--- src/rtl/ttag_port_bridge.sv ---
module ttag_port_bridge #(
  parameter logic [31:0] CRC_POLY_REFL = 32'hEDB88320
) (
  input  logic       clk,
  input  logic       rst_n,
  input  logic       tag_en,
  input  logic       tx_in_valid,
  input  logic       tx_in_sof,
  input  logic       tx_in_eof,
  input  logic [7:0] tx_in_data,
  input  logic [1:0] tx_in_port,
  output logic       tx_out_valid,
  output logic       tx_out_sof,
  output logic       tx_out_eof,
  output logic [7:0] tx_out_data,
  input  logic       rx_in_valid,
  input  logic       rx_in_sof,
  input  logic       rx_in_eof,
  input  logic [7:0] rx_in_data,
  output logic       rx_out_valid,
  output logic       rx_out_sof,
  output logic       rx_out_eof,
  output logic [7:0] rx_out_data,
  output logic [2:0] rx_out_mask,
  output logic [1:0] rx_out_prio
);

  function automatic logic [31:0] crc_byte(input logic [31:0] c, input logic [7:0] d);
    logic [31:0] x;
    x = c ^ {24'h0, d};
    for (int b = 0; b < 8; b++)
      x = x[0] ? ((x >> 1) ^ CRC_POLY_REFL) : (x >> 1);
    return x;
  endfunction

  typedef enum logic [1:0] {S_RUN, S_TAG, S_FCS} st_t;

  // ---------------- switch to processor: insert trailer ----------------
  st_t        ist;
  logic [7:0] ib [4];
  logic [2:0] icnt;
  logic       ion, ifirst;
  logic [1:0] iport, iidx;
  logic [31:0] icrc;
  logic [31:0] icrc_sh;
  logic [7:0]  itag;

  assign icrc_sh = icrc >> {iidx, 3'b000};
  assign itag    = {6'b0, iport};

  always_ff @(posedge clk or negedge rst_n) begin
    if (!rst_n) begin
      ist <= S_RUN; icnt <= '0; ion <= 1'b0; ifirst <= 1'b0;
      iport <= '0; iidx <= '0; icrc <= '1;
      for (int i = 0; i < 4; i++) ib[i] <= '0;
      tx_out_valid <= 1'b0; tx_out_sof <= 1'b0; tx_out_eof <= 1'b0; tx_out_data <= '0;
    end else begin
      tx_out_valid <= 1'b0; tx_out_sof <= 1'b0; tx_out_eof <= 1'b0;
      case (ist)
        S_RUN: if (tx_in_valid) begin
          if (tx_in_sof ? !tag_en : !ion) begin
            tx_out_valid <= 1'b1; tx_out_sof <= tx_in_sof;
            tx_out_eof <= tx_in_eof; tx_out_data <= tx_in_data;
            if (tx_in_sof) ion <= 1'b0;
          end else if (tx_in_sof) begin
            ion <= 1'b1; iport <= tx_in_port; icrc <= '1;
            ifirst <= 1'b1; icnt <= 3'd1; ib[0] <= tx_in_data;
          end else begin
            if (icnt == 3'd4) begin
              tx_out_valid <= 1'b1; tx_out_sof <= ifirst; tx_out_data <= ib[0];
              ifirst <= 1'b0; icrc <= crc_byte(icrc, ib[0]);
              ib[0] <= ib[1]; ib[1] <= ib[2]; ib[2] <= ib[3]; ib[3] <= tx_in_data;
            end else begin
              ib[icnt[1:0]] <= tx_in_data;
              icnt <= icnt + 3'd1;
            end
            if (tx_in_eof) ist <= S_TAG;
          end
        end
        S_TAG: begin
          tx_out_valid <= 1'b1; tx_out_data <= itag;
          icrc <= crc_byte(icrc, itag);
          iidx <= '0; ist <= S_FCS;
        end
        default: begin
          tx_out_valid <= 1'b1; tx_out_data <= ~icrc_sh[7:0];
          tx_out_eof <= (iidx == 2'd3);
          iidx <= iidx + 2'd1;
          if (iidx == 2'd3) ist <= S_RUN;
        end
      endcase
    end
  end

  // ---------------- processor to switch: strip trailer ----------------
  st_t        rst_q;
  logic [7:0] rb [5];
  logic [2:0] rcnt;
  logic       ron, rfirst;
  logic [1:0] ridx;
  logic [7:0] rtag;
  logic [31:0] rcrc;
  logic [31:0] rcrc_sh;
  logic [2:0]  rmask_dec;

  assign rcrc_sh   = rcrc >> {ridx, 3'b000};
  assign rmask_dec = (rtag[1:0] == 2'd0) ? 3'b000 : (3'b001 << (rtag[1:0] - 2'd1));

  always_ff @(posedge clk or negedge rst_n) begin
    if (!rst_n) begin
      rst_q <= S_RUN; rcnt <= '0; ron <= 1'b0; rfirst <= 1'b0;
      ridx <= '0; rtag <= '0; rcrc <= '1;
      for (int i = 0; i < 5; i++) rb[i] <= '0;
      rx_out_valid <= 1'b0; rx_out_sof <= 1'b0; rx_out_eof <= 1'b0; rx_out_data <= '0;
      rx_out_mask <= '0; rx_out_prio <= '0;
    end else begin
      rx_out_valid <= 1'b0; rx_out_sof <= 1'b0; rx_out_eof <= 1'b0;
      rx_out_mask <= '0; rx_out_prio <= '0;
      case (rst_q)
        S_RUN: if (rx_in_valid) begin
          if (rx_in_sof ? !tag_en : !ron) begin
            rx_out_valid <= 1'b1; rx_out_sof <= rx_in_sof;
            rx_out_eof <= rx_in_eof; rx_out_data <= rx_in_data;
            if (rx_in_sof) ron <= 1'b0;
          end else if (rx_in_sof) begin
            ron <= 1'b1; rcrc <= '1; rfirst <= 1'b1;
            rcnt <= 3'd1; rb[0] <= rx_in_data;
          end else begin
            if (rcnt == 3'd5) begin
              rx_out_valid <= 1'b1; rx_out_sof <= rfirst; rx_out_data <= rb[0];
              rfirst <= 1'b0; rcrc <= crc_byte(rcrc, rb[0]);
              rb[0] <= rb[1]; rb[1] <= rb[2]; rb[2] <= rb[3]; rb[3] <= rb[4]; rb[4] <= rx_in_data;
            end else begin
              rb[rcnt] <= rx_in_data;
              rcnt <= rcnt + 3'd1;
            end
            if (rx_in_eof) begin
              rtag <= rb[1];
              ridx <= '0;
              rst_q <= S_FCS;
            end
          end
        end
        default: begin
          rx_out_valid <= 1'b1; rx_out_data <= ~rcrc_sh[7:0];
          ridx <= ridx + 2'd1;
          if (ridx == 2'd3) begin
            rx_out_eof <= 1'b1;
            rx_out_mask <= rmask_dec;
            rx_out_prio <= rtag[3:2];
            rst_q <= S_RUN;
          end
        end
      endcase
    end
  end

endmodule

--- config.mk ---
export PLATFORM = sky130hd
export DESIGN_NAME = ttag_port_bridge
export DESIGN_NICKNAME = d
export VERILOG_FILES = /design/src/rtl/ttag_port_bridge.sv
export SDC_FILE = /design/constraint.sdc
export NUM_CORES = 1
export LEC_CHECK = 0
export BUFFER_PORTS_ARGS = -buffer_cell sky130_fd_sc_hd__buf_2
export CAP_MARGIN = 40
export CORE_MARGIN = 1
export CORE_UTILIZATION = 40
export CTS_CLUSTER_DIAMETER = 100
export DETAILED_ROUTE_END_ITERATION = 6
export PLACE_DENSITY = 0.68
export SYNTH_ARGS = -nofsm -noshare
export SYNTH_HDL_FRONTEND = slang
export SYNTH_SLANG_ARGS = --single-unit
export TNS_END_PERCENT = 10
--- constraint.sdc ---
create_clock -name clk -period 4.3 [get_ports clk]
set_input_delay 0.43 -clock clk [delete_from_list [all_inputs] [get_ports clk]]
set_output_delay 0.43 -clock clk [all_outputs]
set_load 0.02 [all_outputs]
==> metrics.yaml, run 1 <==
antenna_cells: 0
arrival_ps: 2940
setup_tns_ps: 0
maxClockFrequency_ghz: 0.387
layout.nets: 1048
rsz0062_at_grt: "no"
ys.flop_type: "dfrtp_1"
synthesis.area_mm2: 0.0109
overflow: 0
grt_pass1_wl_um: 42300
die_area_mm2: 0.0279
die_y_um: 167
hpwl_um: 18400
design_area_mm2: 0.0120
synthArstFlopShare_pct: 100
vias_per_cell: 5.52
start_util_pct: 40.6
yosysWarnings: 0
drive_gt1_share_pct: 24.6
synthCells: 984
portBuffers: 53
clk_latency_ps: 430
rows: 60
worstPathCellList: "inv_1 -> ha_1 -> and2_1 -> o21ai_1 -> nor2_2 -> buf_8 -> a21oi_1"
wl_um: 26000
hp-class: "in -> async"
cts_root_buf: "clkbuf_16"
mappedNetlistNets: 1019
drv_slew: 0
dr.pass1.iters: 5
skew_ps: 14.3
syn_area_per_cell_um2: 11.1
cts_buffers: 17
cts-resized-gates: 0
grt_antenna_before_repair: 1
first_global_vias: 7531
synth_enable_flop_cells: 0
placed_area_mm2: 0.0115
cpMaxStageDelayCell: "and2_1"
clock_path_buffers: 2
vias: 7546
startpoint_type: "flop"
routedWlPerCell_um: 19.0
final_hold_viol_count: 0
num_io_pins: 54
grt_max_degree: 106
clkTransAtPathRegs_ps: 80
synth_cell_types: 59
end_kind: "flop"
drc: 0
synth_seq_area_share_pct: 43.4
slew_headroom_pct: 36.7
synth.ff_latch_count: 186
cp_slowest_stage_delay_ps: 730
first_iter_violations: 616
max_cap_viol_count: 0
clock-sinks: 186
crit_fanout: 26
period_share_pct: 60.2
path_class: "reg -> reg"
cts_tree: "done"
place_congestion: 0.876
htreeDepth: 4
tightest_slew_ps: 931
coreArea_mm2: 0.0269
cts_setup_buffers: 0
status: "finished clean"
track_usage_pct: 19.4
required_ps: 4650
whs_ps: 107
dieWidth_um: 167
hold_buffers: 0
drtAntennaViolNets: 0
layout_min_cycle_time_ps: 2590
setup_viol: 0
area_delta_synth_final_pct: 10.4
-- state kept, by name, summed over array words and instances, names as in the netlist, 2 cells and up --
signal / count
ib: 32
icnt: 3
icrc: 32
iidx: 2
iport: 2
ist: 2
rb: 40
rcnt: 3
rcrc: 32
ridx: 2
rtag: 4
rx_out_data: 8
rx_out_mask: 3
rx_out_prio: 2
tx_out_data: 8
-- per-stage QoR --
step / worst slack, ps / cells / utilization [%]
after floorplan: 2290 / 984 / -
after detailed placement: 1690 / 1334 / 42.7
after global routing: 1460 / 1367 / 44.8
after CTS: 1730 / 1366 / 44.8
final: 1710 / 1367 / 44.8
after global placement: 1410 / 1332 / 42.6
-- cell families after synthesis --
group,Yosys count,share of synthesized area (%)
fa+ha+maj,8,0.918
buf+inv,66,2.73
mux,67,8.38
simple gates,184,7.57
xor+xnor,206,21.4
flops,186,43.4
compound gates,267,15.5
-- cell type report --
type	count	area (um2)
clock inverter	14	134
tap	341	427
fill	2492	14800
multi-input combinational	732	5880
timing repair buffer	68	402
clock buffer	18	429
sequential	186	4730
inverter	8	30.0
-- placed cells by master, fill, tap and decap left out, types with 6 or more instances in the layout --
cell type    n
dfrtp_1    122
a21o_1       7
o21ai_0     49
buf_2       53
a2bb2oi_1   16
mux2i_1     16
xnor3_1     13
o21a_1       9
xnor2_4     10
clkbuf_16   17
a21oi_1     60
nand2b_1    12
dfstp_2     64
mux2_2      32
buf_4       11
a22oi_1     33
mux4_2      16
o221ai_1    10
xnor2_1    112
inv_1        8
xor2_1      52
o21ai_1     19
xnor2_2     15
a211oi_1     9
nand3_1      6
nor2_1      60
nand2_1     72
nor2b_1     11
o22ai_1     37
ha_1         8
-- synthesized netlist by cell type (3+ instances only) --
| library cell | instances | area, um2 |
|---|---|---|
| xnor2_2 | 15 | 244 |
| o21ai_1 | 19 | 95.1 |
| nand2_1 | 72 | 270 |
| mux2i_1 | 17 | 170 |
| clkbuf_1 | 35 | 131 |
| a21o_1 | 7 | 52.6 |
| xnor2_4 | 10 | 275 |
| xnor3_1 | 13 | 293 |
| buf_1 | 3 | 11.3 |
| dfstp_2 | 64 | 1680 |
| nand3_1 | 6 | 30.0 |
| mux2_2 | 32 | 360 |
| o22ai_1 | 37 | 231 |
| inv_1 | 8 | 30.0 |
| a211oi_1 | 9 | 67.6 |
| o21ai_0 | 49 | 245 |
| mux4_2 | 16 | 360 |
| buf_4 | 5 | 37.5 |
| xnor2_1 | 112 | 981 |
| nor2_2 | 3 | 18.8 |
| xor2_1 | 52 | 455 |
| o21a_1 | 9 | 67.6 |
| a2bb2oi_1 | 16 | 140 |
| a21oi_1 | 60 | 300 |
| o211ai_1 | 3 | 22.5 |
| o22a_1 | 4 | 35.0 |
| nand2b_1 | 12 | 75.1 |
| nor2b_1 | 11 | 68.8 |
| buf_2 | 13 | 65.1 |
| nor2_1 | 62 | 233 |
| dfrtp_1 | 122 | 3050 |
| o221ai_1 | 10 | 87.6 |
| a22oi_1 | 33 | 248 |
| and2_1 | 3 | 18.8 |
| ha_1 | 8 | 100 |
-- critical path: cells and delay by family, from the launching register on --
kind / cells / cell delay, ps
simple gates: 2 / 1170
flops: 1 / 440
buf+inv: 2 / 390
compound gates: 2 / 280
fa+ha+maj: 1 / 210
-- path summary, 6_finish.rpt --
path	start	end	slack [ps]	depth (start not counted)
hold reg to reg	rb[31]	rb[31]	480	2
hold / removal	rst_n	rx_out_data[2]	110	1
min in group clk	tx_in_port[0]	iport[0]	250	2
setup reg to reg	rcnt[1]	rcrc[17]	1710	7
setup / recovery	rcnt[1]	rcrc[17]	1710	7
max in group asynchronous	rst_n	icrc[3]	3270	2
-- layer usage --
| metal | routed length, um | global-route usage [%] |
|---|---|---|
| met3 | 1140 | 3.07 |
| met1 | 12600 | 27.7 |
| met2 | 11900 | 30.2 |
| met4 | 356 | 5.80 |
| met5 | 13 | 0 |
Power of run 1 is not shown: default switching activity piles up to over one toggle a cycle in this logic, so the estimate is an artifact.
==> run 2, diff against run 1 <==
==> constraint.sdc (replaced) <==
create_clock -name clk -period 2.7 [get_ports clk]
set_input_delay 0.27 -clock clk [delete_from_list [all_inputs] [get_ports clk]]
set_output_delay 0.27 -clock clk [all_outputs]
set_load 0.02 [all_outputs]
==> run 2 against run 1 <==
  * Count of clock-buffer cells in the layout fell by 1
  * Cell count rose by 1.0%
  * Critical path depth down 3
  * Global-route usage is 0.52 points higher
  * Sequential cell count is the same
  * Worst hold slack got worse by 20 ps
  * First-iteration DRC count down 13%
  * Via count increased by 1.4%
==> metrics.yaml, run 2 (same netlist as run 1, synthesis figures left out) <==
status: "finished clean"
hpwl_um: 18700
cts_buffers: 17
overflow: 0
cpMaxStageDelayCell: "nand2b_1"
crit_buf_inv: 0
largest_register: "rb"
end_kind: "flop"
cts_tree: "done"
setup_viol: 0
min_to: "iport[0]"
grt_max_degree: 79
htreeDepth: 4
path_class: "reg -> reg"
reg2reg_slack_ps: 500
reg2regPathDepth: 4
vias_per_cell: 5.54
grt_pass1_wl_um: 43300
track_usage_pct: 19.9
num_io_pins: 54
vias: 7650
routedWlPerCell_um: 19.0
regToRegStartpoint: "ist[1]"
maxClockFrequency_ghz: 0.455
worstPathCellList: "nand2b_1 -> nand2b_1 -> nor2_2 -> a21oi_1"
cp_slowest_stage_delay_ps: 540
slew_headroom_pct: 45.6
arrival_ps: 2540
antenna_cells: 0
rsz0062_at_grt: "no"
first_global_vias: 7806
clock-sinks: 186
crit_fanout: 13
drive_gt1_share_pct: 25.6
period_share_pct: 81.4
layout.nets: 1063
cp-startpoint: "ist[1]"
clk_latency_ps: 450
coreArea_mm2: 0.0269
hold_buffers: 1
whs_ps: 86.6
drc: 0
final_cell_mix: "dfrtp_1, xnor2_1, nand2_1, dfstp_2"
reg2reg_to: "icrc[27]"
layout_min_cycle_time_ps: 2200
clock_path_buffers: 2
dieWidth_um: 167
cts_root_buf: "clkbuf_16"
hp-start: "tx_in_port[0]"
clkTransAtPathRegs_ps: 70
design_area_mm2: 0.0122
cp_common_cell: "nand2b_1"
place_congestion: 0.878
setup_tns_ps: 0
start_util_pct: 40.6
layout.cells.most_common: "dfrtp_1"
drv_slew: 0
tightest_slew_ps: 812
portBuffers: 53
max_cap_viol_count: 0
required_ps: 3040
area_delta_synth_final_pct: 11.7
final_hold_viol_count: 0
wl_um: 26200
placed_area_mm2: 0.0116
whs_path_depth: 2
startpoint_type: "flop"
rows: 60
first_iter_violations: 538
skew_ps: 15.7
cp_top_family: "simple AND/OR/NAND/NOR gates"
cts-resized-gates: 0
drtAntennaViolNets: 0
grt_antenna_before_repair: 1
die_area_mm2: 0.0279
dr.pass1.iters: 5
cts_setup_buffers: 0
hp-class: "in -> reg"
die_y_um: 167
largest_reg_flops: 40
run 2: cell count changes in the layout (fill, tap and decap cells not counted), sizes merged:
cell	before	now
clkinvlp	1	0
buf	66	81
dlygate4sd3	0	1
clkinv	7	6
inv	14	16
clkbuf	20	18
run 2: routing by layer:
layer | routed length, um | vias up | track usage [%]
met5 | 13 | - | 0
met4 | 721 | 2 | 7.89
met3 | 1230 | 49 | 3.85
met2 | 12000 | 185 | 30.6
met1 | 12200 | 3839 | 27.6
li1 | - | 3575 | -
run 2: worst max-delay path by stage:
stage	depth (start not counted)	end	slack [ps]
4_1_cts	6	tx_out_data[0]	530
5_1_grt	7	tx_out_data[4]	370
3_5_place_dp	7	rx_out_data[0]	450
2_1_floorplan	6	icrc[19]	750
3_3_place_gp	6	rcrc[11]	310
6_report	4	icrc[27]	500
run 2: cell type report:
class	count	area [um2]
flip-flops and latches	186	4730
clock inverters	14	148
repair buffers	83	534
multi-input cells	732	5880
well taps	341	427
inverters	8	30.0
clock buffers	17	425
fillers	2503	14700
run 2: per-stage QoR:
stage | util, % | setup slack (ps) | std cells
2_1_floorplan | - | 750 | 984
3_3_place_gp | 43.1 | 311 | 1348
3_5_place_dp | 43.1 | 452 | 1349
4_1_cts | 45.3 | 531 | 1381
5_1_grt | 45.3 | 369 | 1381
6_report | 45.3 | 502 | 1381
run 2: worst reg2reg max path, delay by kind of cell (launching register included):
family	cells	cell delay, ps
simple gates	3	1440
flops	1	500
compound gates	1	150
Power of run 2 is left out for the same reason.
==> run 3, diff against run 2 <==
--- a/config.mk
+++ b/config.mk
@@ -11,7 +11,7 @@
 export CORE_UTILIZATION = 40
 export CTS_CLUSTER_DIAMETER = 100
 export DETAILED_ROUTE_END_ITERATION = 6
-export PLACE_DENSITY = 0.68
+export PLACE_DENSITY = 0.7
 export SYNTH_ARGS = -nofsm -noshare
 export SYNTH_HDL_FRONTEND = slang
 export SYNTH_SLANG_ARGS = --single-unit
==> constraint.sdc (replaced) <==
create_clock -name clk -period 1.8 [get_ports clk]
set_input_delay 0.18 -clock clk [delete_from_list [all_inputs] [get_ports clk]]
set_output_delay 0.18 -clock clk [all_outputs]
set_load 0.02 [all_outputs]
==> run 3 against run 2 <==
  * The run now ends with negative setup slack left
  * Maximum frequency is 18% higher
  * Critical path depth grew 3
  * Critical path type unchanged
  * Count of clock-buffer cells in the layout up 1
==> metrics.yaml, run 3 (same netlist as run 1, synthesis figures left out) <==
grt_antenna_before_repair: 0
hp-class: "in -> reg"
first_iter_violations: 624
area_delta_synth_final_pct: 24.9
dieWidth_um: 167
required_ps: 2160
placed_area_mm2: 0.0127
skew_ps: 13.5
die_area_mm2: 0.0279
period_share_pct: 103
clk_latency_ps: 450
end_kind: "flop"
drv_slew: 0
cts_tree: "done"
crit_fanout: 4
final_hold_viol_count: 0
gr-usage-met2_pct: 33.0
die_y_um: 167
cts_buffers: 17
whs_ps: 25.0
antenna_cells: 0
path_class: "reg -> reg"
final_cell_mix: "buf_4, dfrtp_1, xnor2_1, nand2_1, dfstp_2"
layout_min_cycle_time_ps: 1860
wl_um: 28200
worst_slack_ps: -59.1
grt_busiest_layer: "met2"
startpoint_type: "flop"
hpwl_um: 20300
preCtsSetupSlack_ps: -113
drc: 0
hp-start: "tx_in_eof"
vias: 8119
layout.nets: 1197
clock_path_buffers: 2
track_usage_pct: 20.9
routedWlPerCell_um: 18.6
maxClockFrequency_ghz: 0.538
reg2reg_to: "icrc[18]"
largest_register: "rb"
rsz0062_at_grt: "yes"
reg2regPathDepth: 7
max_cap_viol_count: 0
first_global_vias: 8273
setup_viol: 9
largest_reg_flops: 40
grt_util_met1_pct: 29.1
grt_max_degree: 52
violations: "negative setup slack"
vias_per_cell: 5.36
overflow: 0
coreArea_mm2: 0.0269
place_congestion: 0.891
reg2reg_slack_ps: -60
portBuffers: 53
tightest_slew_ps: 522
htreeDepth: 4
clock-sinks: 186
drtAntennaViolNets: 0
start_util_pct: 40.6
layout.cells.most_common: "buf_4"
clkTransAtPathRegs_ps: 70
slew_headroom_pct: 65.2
status: "complete, but fails checks"
rows: 60
min_to: "ist[0]"
num_io_pins: 54
drive_gt1_share_pct: 36.9
arrival_ps: 2220
regToRegStartpoint: "icrc[4]"
design_area_mm2: 0.0136
whs_path_depth: 3
grt_pass1_wl_um: 45800
dr.pass1.iters: 4
use_met3_pct: 4.18
cts_root_buf: "clkbuf_16"
## run 3: cell types whose count changed in the layout (fill, tap and decap cells not counted), moves of 4 or more
cell     delta
buf_4     +114
buf_12     +11
buf_6       +8
xnor2_1     -7
xnor2_2     +5
xor2_1      -5
nor2_1      -4
nor2_4      +4
xor2_2      +4
## run 3: how the worst max path moves through the flow
stage          startpoint       end  slack [ps]  depth (start not counted)
6_report          icrc[4]  icrc[18]         -60                          7
2_1_floorplan     icnt[0]   icrc[1]         -60                          8
3_5_place_dp      icnt[0]    ib[24]        -110                          7
4_1_cts           icnt[0]  icrc[12]         -50                          9
5_1_grt           icrc[4]  icrc[18]        -150                          7
3_3_place_gp      icrc[6]  icrc[26]        -130                          6
## run 3: what timing repair did
action,4_1_cts,5_1_grt
hold buffers,2,0
setup buffers,4,4
endpoints found under the setup margin,28,89
gates resized for setup,21,30
gates cloned,0,1
pin swaps,7,9
endpoints found under the hold margin,27,0
## run 3: critical path: stages (launching register included)
cell	delay (ps)
dfstp_2	620
xnor2_4	140
buf_12	150
xnor2_4	200
buf_4	180
xnor3_1	290
nor2_1	140
a211oi_2	50
## run 3: metrics by stage
| stage | utilization, % | setup TNS, ps | cells |
|---|---|---|---|
| 3_3_place_gp | 47.2 | -337 | 1473 |
| 5_1_grt | 50.7 | -1940 | 1516 |
| 3_5_place_dp | 47.2 | -889 | 1473 |
| 6_report | 50.7 | -198 | 1516 |
| 2_1_floorplan | - | -1070 | 984 |
| 4_1_cts | 50.0 | -381 | 1511 |
## run 3: area by class of cell
class	count	area, um2
clock buffers	18	429
inverters	8	30.0
clock inverters	14	156
repair buffers	217	1720
fillers	2321	13300
multi-input cells	732	6120
flip-flops and latches	186	4730
well taps	341	427
## run 3: routing by layer
metal | vias to the layer above | wire, um
li1 | 3841 | -
met4 | 0 | 521
met5 | - | 0
met2 | 202 | 13600
met3 | 39 | 1340
met1 | 4037 | 12700
Power of run 3 is left out for the same reason.
